==> src/rtl/rect_addr_pkg.sv <==
package rect_addr_pkg;
  typedef enum logic {
    ST_IDLE = 1'b0,
    ST_RUN  = 1'b1
  } walk_state_e;

  localparam int unsigned N_LANES = 2;
  localparam int unsigned LANE_SRC = 0;
  localparam int unsigned LANE_DST = 1;
  localparam int unsigned WORD_BYTES = 2;
endpackage

==> src/rtl/rect_setup.sv <==
module rect_setup #(
  parameter int unsigned ADDR_W = 32,
  parameter int unsigned DIM_W  = 10,
  parameter int unsigned FB_W   = 320,
  parameter int unsigned CNT_W  = DIM_W + 1
) (
  input  logic [ADDR_W-1:0] dst_base_i,
  input  logic [DIM_W-1:0]  pos_x_i,
  input  logic [DIM_W-1:0]  pos_y_i,
  input  logic [DIM_W-1:0]  width_i,
  input  logic [DIM_W-1:0]  height_i,
  input  logic              pix3_i,
  output logic [ADDR_W-1:0] dst_start_o,
  output logic [ADDR_W-1:0] dst_row_step_o,
  output logic [CNT_W-1:0]  words_o,
  output logic              empty_o
);
  import rect_addr_pkg::*;

  logic [ADDR_W-1:0] bpp;
  logic [ADDR_W-1:0] x_even;
  logic [ADDR_W-1:0] line_bytes;
  logic [DIM_W+1:0]  row_bytes;

  assign bpp        = pix3_i ? ADDR_W'(3) : ADDR_W'(2);
  assign x_even     = ADDR_W'({pos_x_i[DIM_W-1:1], 1'b0});
  assign line_bytes = ADDR_W'(FB_W) * bpp;

  // width * bpp without a multiplier: 2w, plus w for 3-byte pixels
  assign row_bytes = {1'b0, width_i, 1'b0} + (pix3_i ? {2'b00, width_i} : '0);
  assign words_o   = row_bytes[DIM_W+1:1];

  assign dst_start_o    = dst_base_i + x_even * bpp + ADDR_W'(pos_y_i) * line_bytes;
  assign dst_row_step_o = (ADDR_W'(FB_W) - ADDR_W'(width_i)) * bpp + ADDR_W'(WORD_BYTES);
  assign empty_o        = (width_i == '0) || (height_i == '0);
endmodule

==> src/rtl/rect_walk.sv <==
module rect_walk #(
  parameter int unsigned CNT_W = 11,
  parameter int unsigned DIM_W = 10
) (
  input  logic             clk_i,
  input  logic             rst_ni,
  input  logic             load_i,
  input  logic [CNT_W-1:0] words_i,
  input  logic [DIM_W-1:0] rows_i,
  input  logic             step_i,
  output logic             row_end_o,
  output logic             last_o
);
  logic [CNT_W-1:0] words_q, col_q;
  logic [DIM_W-1:0] rows_q, row_q;

  assign row_end_o = (col_q == words_q - CNT_W'(1));
  assign last_o    = row_end_o && (row_q == rows_q - DIM_W'(1));

  always_ff @(posedge clk_i or negedge rst_ni) begin
    if (!rst_ni) begin
      words_q <= '0;
      rows_q  <= '0;
      col_q   <= '0;
      row_q   <= '0;
    end else if (load_i) begin
      words_q <= words_i;
      rows_q  <= rows_i;
      col_q   <= '0;
      row_q   <= '0;
    end else if (step_i) begin
      if (row_end_o) begin
        col_q <= '0;
        row_q <= row_q + DIM_W'(1);
      end else begin
        col_q <= col_q + CNT_W'(1);
      end
    end
  end
endmodule

==> src/rtl/rect_addr_acc.sv <==
module rect_addr_acc #(
  parameter int unsigned ADDR_W = 32
) (
  input  logic              clk_i,
  input  logic              rst_ni,
  input  logic              load_i,
  input  logic [ADDR_W-1:0] start_addr_i,
  input  logic [ADDR_W-1:0] outer_step_i,
  input  logic              step_i,
  input  logic              row_end_i,
  output logic [ADDR_W-1:0] addr_o
);
  import rect_addr_pkg::*;

  logic [ADDR_W-1:0] addr_q, outer_q;

  assign addr_o = addr_q;

  always_ff @(posedge clk_i or negedge rst_ni) begin
    if (!rst_ni) begin
      addr_q  <= '0;
      outer_q <= '0;
    end else if (load_i) begin
      addr_q  <= start_addr_i;
      outer_q <= outer_step_i;
    end else if (step_i) begin
      // outer step stands in for the last inner step of a row
      addr_q <= addr_q + (row_end_i ? outer_q : ADDR_W'(WORD_BYTES));
    end
  end
endmodule

==> src/rtl/rect_addr_gen.sv <==
module rect_addr_gen #(
  parameter int unsigned ADDR_W = 32,
  parameter int unsigned DIM_W  = 10,
  parameter int unsigned FB_W   = 320
) (
  input  logic              clk_i,
  input  logic              rst_ni,
  input  logic              start_i,
  input  logic [ADDR_W-1:0] src_base_i,
  input  logic [ADDR_W-1:0] dst_base_i,
  input  logic [DIM_W-1:0]  width_i,
  input  logic [DIM_W-1:0]  height_i,
  input  logic [DIM_W-1:0]  pos_x_i,
  input  logic [DIM_W-1:0]  pos_y_i,
  input  logic              pix3_i,
  output logic              busy_o,
  output logic              done_o,
  output logic              addr_valid_o,
  input  logic              addr_ready_i,
  output logic [ADDR_W-1:0] src_addr_o,
  output logic [ADDR_W-1:0] dst_addr_o
);
  import rect_addr_pkg::*;

  localparam int unsigned CNT_W = DIM_W + 1;

  walk_state_e state_q;
  logic        done_q;
  logic        load, fire, row_end, last, empty;

  logic [ADDR_W-1:0] dst_start, dst_row_step;
  logic [CNT_W-1:0]  words;

  logic [ADDR_W-1:0] lane_start [N_LANES];
  logic [ADDR_W-1:0] lane_outer [N_LANES];
  logic [ADDR_W-1:0] lane_addr  [N_LANES];

  assign load         = start_i && (state_q == ST_IDLE);
  assign addr_valid_o = (state_q == ST_RUN);
  assign fire         = addr_valid_o && addr_ready_i;
  assign busy_o       = (state_q == ST_RUN);
  assign done_o       = done_q;

  rect_setup #(
    .ADDR_W(ADDR_W), .DIM_W(DIM_W), .FB_W(FB_W), .CNT_W(CNT_W)
  ) u_setup (
    .dst_base_i    (dst_base_i),
    .pos_x_i       (pos_x_i),
    .pos_y_i       (pos_y_i),
    .width_i       (width_i),
    .height_i      (height_i),
    .pix3_i        (pix3_i),
    .dst_start_o   (dst_start),
    .dst_row_step_o(dst_row_step),
    .words_o       (words),
    .empty_o       (empty)
  );

  rect_walk #(.CNT_W(CNT_W), .DIM_W(DIM_W)) u_walk (
    .clk_i    (clk_i),
    .rst_ni   (rst_ni),
    .load_i   (load),
    .words_i  (words),
    .rows_i   (height_i),
    .step_i   (fire),
    .row_end_o(row_end),
    .last_o   (last)
  );

  assign lane_start[LANE_SRC] = src_base_i;
  assign lane_outer[LANE_SRC] = ADDR_W'(WORD_BYTES);
  assign lane_start[LANE_DST] = dst_start;
  assign lane_outer[LANE_DST] = dst_row_step;

  for (genvar g = 0; g < N_LANES; g++) begin : g_lane
    rect_addr_acc #(.ADDR_W(ADDR_W)) u_acc (
      .clk_i       (clk_i),
      .rst_ni      (rst_ni),
      .load_i      (load),
      .start_addr_i(lane_start[g]),
      .outer_step_i(lane_outer[g]),
      .step_i      (fire),
      .row_end_i   (row_end),
      .addr_o      (lane_addr[g])
    );
  end

  assign src_addr_o = lane_addr[LANE_SRC];
  assign dst_addr_o = lane_addr[LANE_DST];

  always_ff @(posedge clk_i or negedge rst_ni) begin
    if (!rst_ni) begin
      state_q <= ST_IDLE;
      done_q  <= 1'b0;
    end else begin
      done_q <= 1'b0;
      unique case (state_q)
        ST_IDLE: if (start_i) begin
          if (empty) done_q  <= 1'b1;
          else       state_q <= ST_RUN;
        end
        ST_RUN: if (fire && last) begin
          state_q <= ST_IDLE;
          done_q  <= 1'b1;
        end
        default: state_q <= ST_IDLE;
      endcase
    end
  end
endmodule

==> config.mk <==
export PLATFORM = sky130hd
export DESIGN_NAME = rect_addr_gen
export DESIGN_NICKNAME = d
export VERILOG_FILES = /design/src/rtl/rect_addr_pkg.sv /design/src/rtl/rect_setup.sv /design/src/rtl/rect_walk.sv /design/src/rtl/rect_addr_acc.sv /design/src/rtl/rect_addr_gen.sv
export SDC_FILE = /design/constraint.sdc
export NUM_CORES = 1
export LEC_CHECK = 0
export BUFFER_PORTS_ARGS = -buffer_cell sky130_fd_sc_hd__buf_4
export CORE_MARGIN = 2
export CORE_UTILIZATION = 35
export DETAILED_ROUTE_END_ITERATION = 7
export GPL_TIMING_DRIVEN = 0
export SLEW_MARGIN = 5
export SYNTH_ARGS = -nofsm -noshare
export SYNTH_HDL_FRONTEND = slang
export SYNTH_SLANG_ARGS = --single-unit
==> constraint.sdc <==
create_clock -name clk_i -period 4.26 [get_ports clk_i]
set_clock_uncertainty 0.1 [all_clocks]
set_input_delay 0.213 -clock clk_i [delete_from_list [all_inputs] [get_ports clk_i]]
set_output_delay 0.213 -clock clk_i [all_outputs]
set_load 0.02 [all_outputs]
==> results_dict.tcl, run 1 <==
set metrics [dict create \
    status "finished with violations" \
    failed_checks "negative setup slack" \
    fin_util_pct 48.30 \
    fmax_ghz 0.1823 \
    cpMostUsedCell "ha_4" \
    drt_first_iter_violations 685 \
    fin_total_pwr_mw 9.969 \
    initial_core_util_pct 35.38 \
    antenna_found_initial 0 \
    synth_edf_count 0 \
    leakage_nw 8.097 \
    yosysUniqueCellTypes 65 \
    layout.nets 2114 \
    grt_pass1_vias 12050 \
    hpwlAfterDp_um 31450 \
    holdCritPathClass "primary input to flop" \
    muxShareOfSynthArea_pct 0.5520 \
    die-height_um 196.1 \
    routed_wl_um 41420 \
    cts-root-buf "clkbuf_16" \
    coreArea_um2 36520 \
    die_area_um2 38470 \
    dpl_cell_area_um2 15300 \
    syn2layout_area_growth_pct 36.53 \
    fp.dieW_um 196.1 \
    nFillCells 3440 \
    syn-num-nets 1831 \
    ys_seq_elements 141 \
    fin_crit_ns 5.485 \
    cts_tree "built" \
    hold_viol_final 0 \
    drv_slew 0 \
    placementRows 70 \
    worstSetupPathType "primary input to flop" \
    clock_latency_ns 0.44 \
    clk_pin_slew_ns 0.06 \
    cp-start-kind "primary input" \
    clock-sinks 141 \
    routedWlPerCell_um 18.05 \
    drive_gt1_share_pct 23.81 \
    slew_headroom_pct 32.67 \
    fin_ws_ns -1.225 \
    ioPinCount 176 \
    tightest_slew_ns 1.006 \
    critPathCaptureType "flop" \
    synth_fa_ha_area_share_pct 19.95 \
    syn-instance-count 1531 \
    worstPathArrival_ns 5.66 \
    drv_cap 0 \
    power-per-cell-area_nw_per_um2 565.1 \
    async_flop_share_pct 100.0 \
    htreeDepth 4 \
    rsz0062_at_grt "yes" \
    synth_warnings 0 \
    overflow 0 \
    num_vias 12110 \
    synth_xor_area_share_pct 11.12 \
    seq_area_frac_synth_pct 27.31 \
    cp_data_required_time_ns 4.44 \
    setup_viol 18 \
    drcViolationCount 0 \
    routabilityCongestion 0.9044 \
    grt_pass1_wl_um 64540 \
    grt_max_degree 100 \
    synth_top_family_by_area "adder cells" \
    final_area_um2 17640 \
    syn_area_per_cell_um2 8.439 \
    syn-cell-area_um2 12920 \
    ant_nets 0 \
    critPathSlowestCell "fa_1" \
    antennaDiodeCount 0 \
    drtPass1Iterations 5 \
    min_period_over_period_pct 128.8 \
    io_buffers 174 \
    track_usage_pct 21.34 \
    synth_simple_gate_area_share_pct 19.24 \
    synth_ff_type "dfrtp_1" \
    numCtsBuffers 17 \
    crit_path_max_incr_delay_ns 0.53 \
    pre_cts_slack_ns -2.336 \
    cts.path.max_buffers 2 \
    vdd_drop_max_mv 0.3968 \
    synth_compound_area_share_pct 17.82 \
    cp_max_fo 6 \
    viasPerCell 5.275 \
]
## cells in the final DEF, fill, tap and decap left out, types with 24 or more instances in the layout
master / instances
dfrtp_1: 138
a21oi_1: 80
dlygate4sd3_1: 48
xor2_1: 64
nor2_1: 75
nand2_1: 213
nand3_1: 27
inv_1: 78
xnor2_1: 88
ha_4: 40
and3_1: 24
and2_1: 57
a21o_1: 38
o21ai_0: 90
clkbuf_1: 37
buf_4: 209
ha_1: 123
## through the flow
| stage | std cells | TNS (ns) | hold WS [ns] |
|---|---|---|---|
| floorplan | 1531 | -13.46 | -0.1826 |
| global placement | 2173 | -36.75 | 0.3174 |
| detailed placement | 2174 | -38.24 | 0.03529 |
| CTS | 2280 | -14.39 | 0.0005435 |
| global route | 2295 | -17.86 | 0.004378 |
| finish | 2295 | -15.22 | 0.02253 |
## power breakdown
group          internal, mW  leakage [nW]  switching (mW)
logic                  2.82          6.05            3.26
registers              1.79          1.75           0.521
clock network         0.966         0.296           0.611
total                  5.57          8.10            4.40
## layer usage
layer	wire length (um)	GRT usage [%]	vias to the layer above
li1	-	-	5918
met3	2135	3.679	46
met4	724	5.359	0
met5	0	0	-
met2	20270	37.55	292
met1	18300	27.08	5851
## flip-flops by register name (all words and copies together), names as in the netlist
name,count
g_lane.u_acc.outer_q,33
addr_valid_o,1
g_lane.u_acc.addr_o,64
u_walk.rows_q,10
u_walk.words_q,11
done_o,1
u_walk.row_q,10
u_walk.col_q,11
## critical path, delay by kind of cell
| kind | cells | cell delay (ns) |
|---|---|---|
| xor+xnor | 2 | 0.35 |
| simple gates | 4 | 0.46 |
| buf+inv | 5 | 0.55 |
| fa+ha+maj | 8 | 2.66 |
| compound gates | 9 | 1.41 |
## cell families after synthesis
kind of cell	count (synthesis)
simple gates	515
mux	7
flops	141
buf+inv	136
fa+ha+maj	191
xor+xnor	164
compound gates	377
## cell usage after synthesis, types with 6 or more instances
library cell    n  area [um^2]
nand2_1       215        807.0
ha_1          166         2077
dfrtp_1       141         3528
o21ai_0       105        525.5
a21oi_1        99        495.5
xnor2_1        96        840.8
inv_1          85        319.1
nor2_1         81        304.0
and2_1         70        437.9
xor2_1         68        595.6
clkbuf_1       46        172.7
a21o_1         38        285.3
nand3_1        32        160.2
and3_1         25        156.4
fa_1           25        500.5
a31oi_1        20        125.1
a211oi_1       17        127.6
nor3_1         16        80.08
o21bai_1       16        120.1
nand4_1        14        87.58
o21ai_1        13        65.06
nand2b_1       10        62.56
nor2b_1        10        62.56
o211ai_1       10        75.07
nor4_1          9        56.30
o21a_1          9        67.56
and4_1          7        61.31
a22oi_1         6        45.04
mux2i_1         6        60.06
o31ai_1         6        45.04
## what timing repair did
| item | 4_1_cts | 5_1_grt |
|---|---|---|
| resized for setup | 101 | 83 |
| hold buffers | 47 | 1 |
| buffers inserted | 28 | 16 |
| hold endpoints to repair | 88 | 1 |
| endpoints found under the setup margin | 28 | 28 |
| pin swaps | 55 | 54 |
## worst paths after layout
kind	startpoint	endpoint	slack, ns	cells after the start
max	pix3_i	g_lane[1].u_acc.addr_o[28]	-1.23	28
min	dst_base_i[25]	g_lane[1].u_acc.addr_o[25]	0.02	3
max reg2reg	u_walk.words_q[1]	g_lane[1].u_acc.addr_o[31]	-0.45	18
min reg2reg	g_lane[0].u_acc.outer_q[1]	g_lane[0].u_acc.outer_q[1]	0.37	1
max in group asynchronous	rst_ni	u_walk.words_q[4]	3.04	3
min in group asynchronous	rst_ni	g_lane[0].u_acc.addr_o[26]	0.17	2
## layout make-up
| cell class | instances | area (um^2) | share of cell area [%] |
|---|---|---|---|
| buffer | 48 | 280.3 | 1.589 |
| clock buffer | 22 | 474.2 | 2.688 |
| clock inverter | 10 | 137.6 | 0.7803 |
| inverter | 85 | 319.1 | 1.809 |
| multi-input combinational | 1254 | 10100 | 57.23 |
| sequential | 141 | 3532 | 20.02 |
| tap | 468 | 585.6 | 3.320 |
| timing repair buffer | 267 | 2215 | 12.55 |
Power figures use the tool's default switching activity.
==> inputs of run 2 (changes only) <==
Clock period 4.26 ns to 5.3 ns, I/O delays scaled along.
==> run 2 against run 1 <==
Against the previous run: the run still ends with negative setup slack left; clock-buffer cell count decreased by 3; flip-flop and latch count unchanged; setup slack improved by 1.0 ns; sequential share of layout area increased by 1.2 points; critical endpoint is now g_lane[1].u_acc.addr_o[29]; largest cell class unchanged; highest routed layer unchanged.
==> results_dict.tcl, run 2 (synthesized netlist as in run 1, its figures left out) <==
set metrics [dict create \
    holdCritPathClass "primary input to flop" \
    grt_pass1_wl_um 62620 \
    fin_util_pct 45.42 \
    die-height_um 196.1 \
    drtPass1Iterations 5 \
    cp-start-kind "primary input" \
    layout_common_cells "nand2_1 (215), buf_4 (186), ha_1 (146)" \
    slew_headroom_pct 32.62 \
    failed_checks "negative setup slack" \
    drcViolationCount 0 \
    min_period_over_period_pct 103.8 \
    fin_crit_ns 5.504 \
    fmax_ghz 0.1817 \
    crit_path_max_incr_delay_ns 0.51 \
    worstPathArrival_ns 5.69 \
    worstReg2RegStart "u_walk.words_q[0]" \
    drive_gt1_share_pct 17.47 \
    reg2reg_slack_ns 0.34 \
    critPathCaptureType "flop" \
    leakage_nw 7.792 \
    largest_reg_flops 64 \
    vdd_drop_max_mv 0.2409 \
    htreeDepth 4 \
    critPathSlowestCell "fa_1" \
    layout.nets 2081 \
    num_vias 11920 \
    tightest_slew_ns 1.007 \
    drv_cap 0 \
    worstSetupPathType "primary input to flop" \
    path_depth 26 \
    antenna_found_initial 0 \
    coreArea_um2 36520 \
    setup_viol 10 \
    whs_ns 0.01503 \
    routedWlPerCell_um 17.48 \
    initial_core_util_pct 35.38 \
    cpMostUsedCell "ha_4" \
    cts-root-buf "clkbuf_16" \
    nFillCells 3583 \
    tns_ns -0.9973 \
    grt_max_degree 86 \
    rsz0062_at_grt "yes" \
    routabilityCongestion 0.8948 \
    cp_max_fo 6 \
    routed_wl_um 39500 \
    reg2reg_to "g_lane[1].u_acc.addr_o[31]" \
    fin_ws_ns -0.2037 \
    drt_first_iter_violations 754 \
    reg2reg_depth 21 \
    cts.path.max_buffers 2 \
    endpoint "g_lane[1].u_acc.addr_o[29]" \
    track_usage_pct 20.58 \
    drv_slew 0 \
    ant_nets 0 \
    clock_latency_ns 0.44 \
    status "finished with violations" \
    syn2layout_area_growth_pct 28.38 \
    die_area_um2 38470 \
    cp-startpoint "pix3_i" \
    cp_num_buf_inv 4 \
    cp_data_required_time_ns 5.48 \
    overflow 0 \
    viasPerCell 5.275 \
    numCtsBuffers 17 \
    crit_family "adder cells" \
    hpwlAfterDp_um 31130 \
    clk_pin_slew_ns 0.06 \
    io_buffers 174 \
    fp.dieW_um 196.1 \
    placementRows 70 \
    antennaDiodeCount 0 \
    grt_pass1_vias 11800 \
    clock-sinks 141 \
    ioPinCount 176 \
    cts_tree "built" \
    hold_viol_final 0 \
    power-per-cell-area_nw_per_um2 439.9 \
    layout_commonest_cell "nand2_1" \
]
-- run 2: worst min-delay path: stages --
cell and delay (ns):
buf_4 0.12, nand3_1 0.07, nand2_1 0.06
-- run 2: area by class of cell --
| class | count | area (um^2) | share of cell area [%] |
|---|---|---|---|
| sequential | 141 | 3528 | 21.27 |
| clock buffer | 19 | 452.9 | 2.731 |
| clock inverter | 11 | 142.6 | 0.8599 |
| multi-input combinational | 1254 | 9374 | 56.51 |
| timing repair buffer | 232 | 1921 | 11.58 |
| buffer | 50 | 264.0 | 1.592 |
| inverter | 85 | 319.1 | 1.924 |
| tap | 468 | 585.6 | 3.530 |
-- run 2: layer usage --
metal | GRT usage (%) | vias up | routed length (um)
li1 | - | 5852 | -
met1 | 26.51 | 5748 | 18190
met2 | 35.84 | 277 | 18770
met3 | 3.215 | 45 | 1770
met4 | 5.499 | 0 | 782
met5 | 0 | - | 0
-- run 2: timing repair --
item | CTS | global route
hold buffers | 41 | 0
endpoints found under the setup margin | 18 | 21
pin swaps | 28 | 21
buffers inserted | 11 | 5
resized for setup | 50 | 39
hold endpoints to repair | 96 | 0
-- run 2: metrics by stage --
| stage | instance area [um^2] | total power [mW] | cells | worst slack (ns) |
|---|---|---|---|---|
| final | 16590 | 7.297 | 2260 | -0.2037 |
| after global routing | 16590 | 7.830 | 2260 | -0.3743 |
| after CTS | 16380 | 7.139 | 2255 | -0.1981 |
| after detailed placement | 15020 | 5.689 | 2174 | -1.371 |
| after global placement | 14990 | 5.632 | 2173 | -1.300 |
| after floorplan | 13100 | 4.414 | 1531 | -0.2324 |
-- run 2: worst min path at each step --
stage / slack (ns) / endpoint / depth (start not counted) / start
2_1_floorplan: -0.13 / addr_valid_o / 0 / rst_ni
3_3_place_gp: 0.34 / g_lane[0].u_acc.outer_q[1] / 1 / g_lane[0].u_acc.outer_q[1]
3_5_place_dp: 0.13 / g_lane[0].u_acc.addr_o[0] / 1 / rst_ni
4_1_cts: 0.002 / g_lane[0].u_acc.addr_o[2] / 3 / src_base_i[2]
5_1_grt: 0.02 / g_lane[0].u_acc.addr_o[2] / 3 / src_base_i[2]
6_report: 0.02 / g_lane[1].u_acc.outer_q[0] / 3 / width_i[0]
-- run 2: where the power goes --
| group | total (mW) | switching, mW | leakage, nW | internal [mW] |
|---|---|---|---|---|
| combinational | 4.21 | 2.36 | 5.75 | 1.86 |
| sequential | 1.84 | 0.402 | 1.75 | 1.43 |
| clock | 1.25 | 0.492 | 0.291 | 0.758 |
| total | 7.30 | 3.25 | 7.79 | 4.05 |
